===== config.mk =====
export PLATFORM = sky130hd
export DESIGN_NAME = ipt_cam_xlat
export DESIGN_NICKNAME = d
export VERILOG_FILES = /design/src/rtl/ipt_cam_pkg.sv /design/src/rtl/ipt_cam_entry.sv /design/src/rtl/ipt_cam_prio.sv /design/src/rtl/ipt_cam_perm.sv /design/src/rtl/ipt_cam_xlat.sv
export SDC_FILE = /design/constraint.sdc
export NUM_CORES = 2
export LEC_CHECK = 0
export ABC_AREA = 1
export BUFFER_PORTS_ARGS = -buffer_cell sky130_fd_sc_hd__buf_4
export CELL_PAD_IN_SITES_DETAIL_PLACEMENT = 0
export CELL_PAD_IN_SITES_GLOBAL_PLACEMENT = 1
export CORE_MARGIN = 10
export CORE_UTILIZATION = 39
export DETAILED_ROUTE_END_ITERATION = 7
export PLACE_DENSITY_LB_ADDON = 0.05
export SETUP_SLACK_MARGIN = 0.02
export SYNTH_ARGS = -nofsm -noshare
export SYNTH_HDL_FRONTEND = slang
export SYNTH_HIERARCHICAL = 1
export SYNTH_SLANG_ARGS = --single-unit

===== constraint.sdc =====
create_clock -name clk_i -period 7.4 [get_ports clk_i]
set_input_delay 0.74 -clock clk_i [delete_from_list [all_inputs] [get_ports clk_i]]
set_output_delay 0.74 -clock clk_i [all_outputs]
set_load 0.1 [all_outputs]

===== src/rtl/ipt_cam_pkg.sv =====
package ipt_cam_pkg;
  localparam int unsigned PROT_W = 2;
  typedef logic [PROT_W-1:0] prot_t;
  // protection levels
  localparam prot_t PROT_RW   = 2'd0;
  localparam prot_t PROT_RO   = 2'd1;
  localparam prot_t PROT_PARK = 2'd3;
endpackage


===== src/rtl/ipt_cam_entry.sv =====
module ipt_cam_entry
  import ipt_cam_pkg::*;
#(
  parameter int unsigned LPN_W = 10
) (
  input  logic             clk_i,
  input  logic             rst_ni,
  input  logic             wr_i,
  input  logic [LPN_W-1:0] lpn_d_i,
  input  prot_t            prot_d_i,
  input  logic [LPN_W-1:0] key_i,
  output logic             match_o,
  output prot_t            prot_o
);
  logic [LPN_W-1:0] lpn_q;
  prot_t            prot_q;

  always_ff @(posedge clk_i or negedge rst_ni) begin
    if (!rst_ni) begin
      lpn_q  <= '1;
      prot_q <= PROT_PARK;
    end else if (wr_i) begin
      lpn_q  <= lpn_d_i;
      prot_q <= prot_d_i;
    end
  end

  assign match_o = (lpn_q == key_i);
  assign prot_o  = prot_q;

  a_r8_entry_written: assert property (@(posedge clk_i) disable iff (!rst_ni)
    wr_i |=> (lpn_q == $past(lpn_d_i)) && (prot_q == $past(prot_d_i)));
endmodule


===== src/rtl/ipt_cam_prio.sv =====
module ipt_cam_prio #(
  parameter int unsigned N     = 128,
  localparam int unsigned IDX_W = $clog2(N)
) (
  input  logic             clk_i,
  input  logic             rst_ni,
  input  logic [N-1:0]     match_i,
  output logic [N-1:0]     gnt_o,
  output logic [IDX_W-1:0] idx_o,
  output logic             any_o,
  output logic             multi_o
);
  always_comb begin
    gnt_o = '0;
    idx_o = '0;
    any_o = 1'b0;
    for (int i = 0; i < N; i++) begin
      if (match_i[i] && !any_o) begin
        gnt_o[i] = 1'b1;
        idx_o    = IDX_W'(i);
        any_o    = 1'b1;
      end
    end
  end

  assign multi_o = |(match_i & (match_i - 1'b1));

  a_r7_onehot_grant: assert property (@(posedge clk_i) disable iff (!rst_ni)
    $onehot0(gnt_o));
  a_r7_grant_is_match: assert property (@(posedge clk_i) disable iff (!rst_ni)
    any_o |-> match_i[idx_o]);
  a_r7_multi_count: assert property (@(posedge clk_i) disable iff (!rst_ni)
    multi_o == ($countones(match_i) > 1));
endmodule


===== src/rtl/ipt_cam_perm.sv =====
module ipt_cam_perm
  import ipt_cam_pkg::*;
(
  input  prot_t prot_i,
  input  logic  we_i,
  input  logic  os_i,
  input  logic  sup_i,
  output logic  ok_o
);
  logic user_ok;
  assign user_ok = (prot_i == PROT_RW) || (prot_i == PROT_RO && !we_i);
  assign ok_o    = sup_i || (os_i && !we_i) || user_ok;
endmodule


===== src/rtl/ipt_cam_xlat.sv =====
module ipt_cam_xlat
  import ipt_cam_pkg::*;
#(
  parameter int unsigned PAGES = 128,
  parameter int unsigned LPN_W = 10,
  parameter int unsigned OFS_W = 15,
  localparam int unsigned IDX_W = $clog2(PAGES),
  localparam int unsigned LA_W  = LPN_W + OFS_W,
  localparam int unsigned PA_W  = IDX_W + OFS_W
) (
  input  logic             clk_i,
  input  logic             rst_ni,
  input  logic             req_i,
  input  logic [LA_W-1:0]  la_i,
  input  logic             we_i,
  input  logic             os_i,
  input  logic             sup_i,
  input  logic             prog_i,
  input  logic [IDX_W-1:0] prog_idx_i,
  input  logic [LPN_W-1:0] prog_lpn_i,
  input  logic [1:0]       prog_prot_i,
  output logic             vld_o,
  output logic [PA_W-1:0]  pa_o,
  output logic             hit_o,
  output logic             abort_o,
  output logic             multi_o
);
  logic [LPN_W-1:0] key;
  logic [PAGES-1:0] match;
  logic [PAGES-1:0] gnt;
  prot_t            prot_arr [PAGES];
  logic [IDX_W-1:0] idx;
  logic             any_hit, multi, ok;

  assign key = la_i[LA_W-1:OFS_W];

  for (genvar g = 0; g < PAGES; g++) begin : g_ent
    ipt_cam_entry #(.LPN_W(LPN_W)) u_ent (
      .clk_i   (clk_i),
      .rst_ni  (rst_ni),
      .wr_i    (prog_i && (prog_idx_i == IDX_W'(g))),
      .lpn_d_i (prog_lpn_i),
      .prot_d_i(prot_t'(prog_prot_i)),
      .key_i   (key),
      .match_o (match[g]),
      .prot_o  (prot_arr[g])
    );
  end

  ipt_cam_prio #(.N(PAGES)) u_prio (
    .clk_i  (clk_i),
    .rst_ni (rst_ni),
    .match_i(match),
    .gnt_o  (gnt),
    .idx_o  (idx),
    .any_o  (any_hit),
    .multi_o(multi)
  );

  ipt_cam_perm u_perm (
    .prot_i(prot_arr[idx]),
    .we_i  (we_i),
    .os_i  (os_i),
    .sup_i (sup_i),
    .ok_o  (ok)
  );

  always_ff @(posedge clk_i or negedge rst_ni) begin
    if (!rst_ni) begin
      vld_o   <= 1'b0;
      hit_o   <= 1'b0;
      abort_o <= 1'b0;
      multi_o <= 1'b0;
      pa_o    <= '0;
    end else begin
      vld_o   <= req_i;
      hit_o   <= req_i && any_hit;
      abort_o <= req_i && !(any_hit && ok);
      multi_o <= req_i && multi;
      if (req_i) pa_o <= {idx, la_i[OFS_W-1:0]};
    end
  end

  a_r2_resp_follows_req: assert property (@(posedge clk_i) disable iff (!rst_ni)
    req_i |=> vld_o);
  a_r10_idle_quiet: assert property (@(posedge clk_i) disable iff (!rst_ni)
    !req_i |=> !vld_o && !hit_o && !abort_o && !multi_o);
  a_r3_miss_aborts: assert property (@(posedge clk_i) disable iff (!rst_ni)
    vld_o && !hit_o |-> abort_o);
  a_r7_multi_needs_hit: assert property (@(posedge clk_i) disable iff (!rst_ni)
    multi_o |-> hit_o);
  a_r6_sup_hit_passes: assert property (@(posedge clk_i) disable iff (!rst_ni)
    req_i && sup_i && any_hit |=> hit_o && !abort_o);
  a_r2_offset_passes: assert property (@(posedge clk_i) disable iff (!rst_ni)
    req_i |=> pa_o[OFS_W-1:0] == $past(la_i[OFS_W-1:0]));
endmodule


==> key figures <==
Final layout
  • Fillcell total: 23.4k
  • Final instance area: 106,000 µm²
  • Storage cell area: 41,000 µm²
  • Final core utilization: 44.7%
  • Nets@finish: 12.5k
  • Layout cell share with drive strength beyond 1: 25.8%
  • P&R area growth vs syn: 13.9%
  • Footprint of the multi-input gates: 41,600 µm²

Route
  • Routed Antenna Nets: 0
  • Avg WL per Cell: 19.3 µm
  • First-iteration detailed-routing DRC count: 4,951
  • Total iterations of the first detailed-routing run: 6
  • Via-per-instance ratio: 4.71
  • Remaining DRCs: 0
  • Vias: 74.1k
  • Final WL: 304 mm

Worst setup path
  • Startpoint Class: primary input
  • End of the worst register-to-register path: abort_o$_DFF_PN0_
  • WP data arrival: 7500 ps
  • Crit Path Max Fanout: 28
  • R2r startpoint: g_ent[0].u_ent/lpn_q[4]$_DFFE_PN1P_
  • Slowest CP cell: nor2_1
  • CP most frequent cell: nand2_1
  • Critical path's largest stage delay: 430 ps
  • Critical path class: in -> reg
  • Path depth of the worst reg2reg path: 57
  • CP Data Required Time: 8170 ps
  • R2r setup slk: 680 ps
  • Setup crit end kind: flop

Min path
  • WHS Path Cells: 2
  • HP Start: la_i[7]
  • Hold endpoint: pa_o[7]$_DFFE_PN0P_
  • Hold Crit Class: in -> reg

Timing
  • Final min period: 6730 ps
  • Fmax: 149 MHz
  • Fin. Hold Viols: 0
  • Clk_skew: 30.1 ps
  • Worst-Margin Slew: 1250 ps
  • Final setup vio count: 0
  • Fin. max-slew vios: 0
  • Hold WS: 123 ps
  • Fin crit share: 90.9%
  • RSZ-0062 raised after global routing: no
  • Setup TNS: 0 ps
  • Slew Limit Headroom: 16.8%

Floorplanning
  • Die W: 510 µm
  • Row Count: 179
  • Die Footprint: 260,000 µm²
  • Core ar.: 238,000 µm²
  • Io pins: 77
  • Die height: 510 µm
  • Initial Util: 39.3%

Placement
  • DP Wirelength: 202 mm
  • I/O Buffers: 76
  • GP Congestion: 0.905
  • Placed inst area: 100,000 µm²

Flow run
  • Max-Cap Viols: 0

Global route
  • Grt total ovfl: 0
  • Vias in the first global route: 72.0k
  • First-pass GRT wire length: 465 mm
  • Gr usage total: 23.2%
  • Pin count of the biggest net entering global routing: 150
  • Number of antenna violations at the first check in global routing: 6

Pwr
  • Part of the power in registers: 43.1%
  • Power share of the clock group: 38.4%
  • Pint: 17.6 mW
  • Sw Share: 29.5%
  • Switching power: 7.36 mW
  • Power Density: 234 nW/µm²
  • P_leak: 55.8 nW
  • Comb power frac: 18.5%
  • Peak supply drop: 0.181 mV

Clock tree
  • Clock slew at reported path FFs: 60 ps
  • Clk Tree Root Cell: clkbuf_16
  • Num CTS Buffers: 191
  • CTS HTree Levels: 4
  • Hold Buf Count CTS: 0
  • CTS tree: yes
  • Longest Clk Path Bufs: 3
  • Clk sinks: 1,562
  • Worst-skew pair later-pin latency: 850 ps

Synthesis
  • Cell Area, Synth: 93,500 µm²
  • Avg Cell Area, Syn: 7.87 µm²
  • Synthesized instance count: 11.9k
  • Syn nets: 11.9k
  • Ys Warns: 6

Outcome
  • Outcome: complete, no violations
-- worst max-delay path by stage --
stage,from,endpoint,slack [ps]
2_1_floorplan,la_i[24],abort_o$_DFF_PN0_,1790
3_3_place_gp,la_i[17],abort_o$_DFF_PN0_,-190
3_5_place_dp,la_i[17],abort_o$_DFF_PN0_,-120
4_1_cts,g_ent[12].u_ent/lpn_q[9]$_DFFE_PN1P_,abort_o$_DFF_PN0_,660
5_1_grt,g_ent[0].u_ent/lpn_q[4]$_DFFE_PN1P_,abort_o$_DFF_PN0_,30
6_report,la_i[17],abort_o$_DFF_PN0_,670
-- final cells by class --
type / instances / share of cell area (%)
Multi-Input combinational cell: 7945 / 39.1
Clock inverter: 62 / 0.598
Antenna cell: 3 / 0.00705
Inverter: 2052 / 7.24
Timing Repair Buffer: 664 / 5.47
Clock buffer: 284 / 5.39
Sequential cell: 1562 / 38.5
Tap cell: 3167 / 3.72
-- state kept, by name (all words and copies together) (netlist names) --
| name | count |
|---|---|
| vld_o | 1 |
| multi_o | 1 |
| pa_o | 22 |
| g_ent.u_ent/lpn_q | 1280 |
| hit_o | 1 |
| abort_o | 1 |
| g_ent.u_ent/prot_o | 256 |
-- routing by layer --
| layer | global-route usage (%) | part of all wire (%) | vias up |
|---|---|---|---|
| li1 | - | - | 37100 |
| met1 | 34.2 | 50 | 35500 |
| met2 | 36.6 | 44 | 1235 |
| met3 | 2.68 | 3.6 | 294 |
| met4 | 5.08 | 2.1 | 0 |
| met5 | 0 | 0 | - |
-- stage by stage --
stage	total power, mW	setup slack, ps	std cells
floorplan	13.6	1790	11900
global placement	15.4	-190	15400
detailed placement	15.5	-115	15400
CTS	25.3	657	15700
global route	26.4	32.0	15700
finish	25.0	673	15700
-- power groups by stage --
| stage | Clock (mW) | Sequential (mW) | Combinational [mW] |
|---|---|---|---|
| after global placement | 0 | 10.8 | 4.58 |
| after detailed placement | 0 | 10.9 | 4.64 |
| after floorplan | 0 | 10.8 | 2.79 |
| after global routing | 10.3 | 10.9 | 5.24 |
| final | 9.59 | 10.7 | 4.63 |
| after CTS | 9.91 | 10.7 | 4.67 |
-- what timing repair did --
item | in CTS | in global routing
hold endpoints to repair | 0 | 0
resized for setup | 0 | 4
setup endpoints to repair | 0 | 1
setup buffers | 0 | 0
-- cells in the final DEF, fill, tap and decap left out, drive strengths merged, types with 44 or more instances in the layout --
cell	instances
buf	654
clkbuf	294
dfstp	1536
inv	2060
mux2	655
nand2	4209
nand3	402
nor2	1154
nor3	44
o21ai	941
xor2	384
-- worst max-delay path: cells and delay by family --
kind                   cells  cell delay [ps]
buffers and inverters     11             1310
AOI/OAI and AO/OA          2              280
and+or+nand+nor           46             5000
No activity file was read; power rests on OpenSTA's default activity.
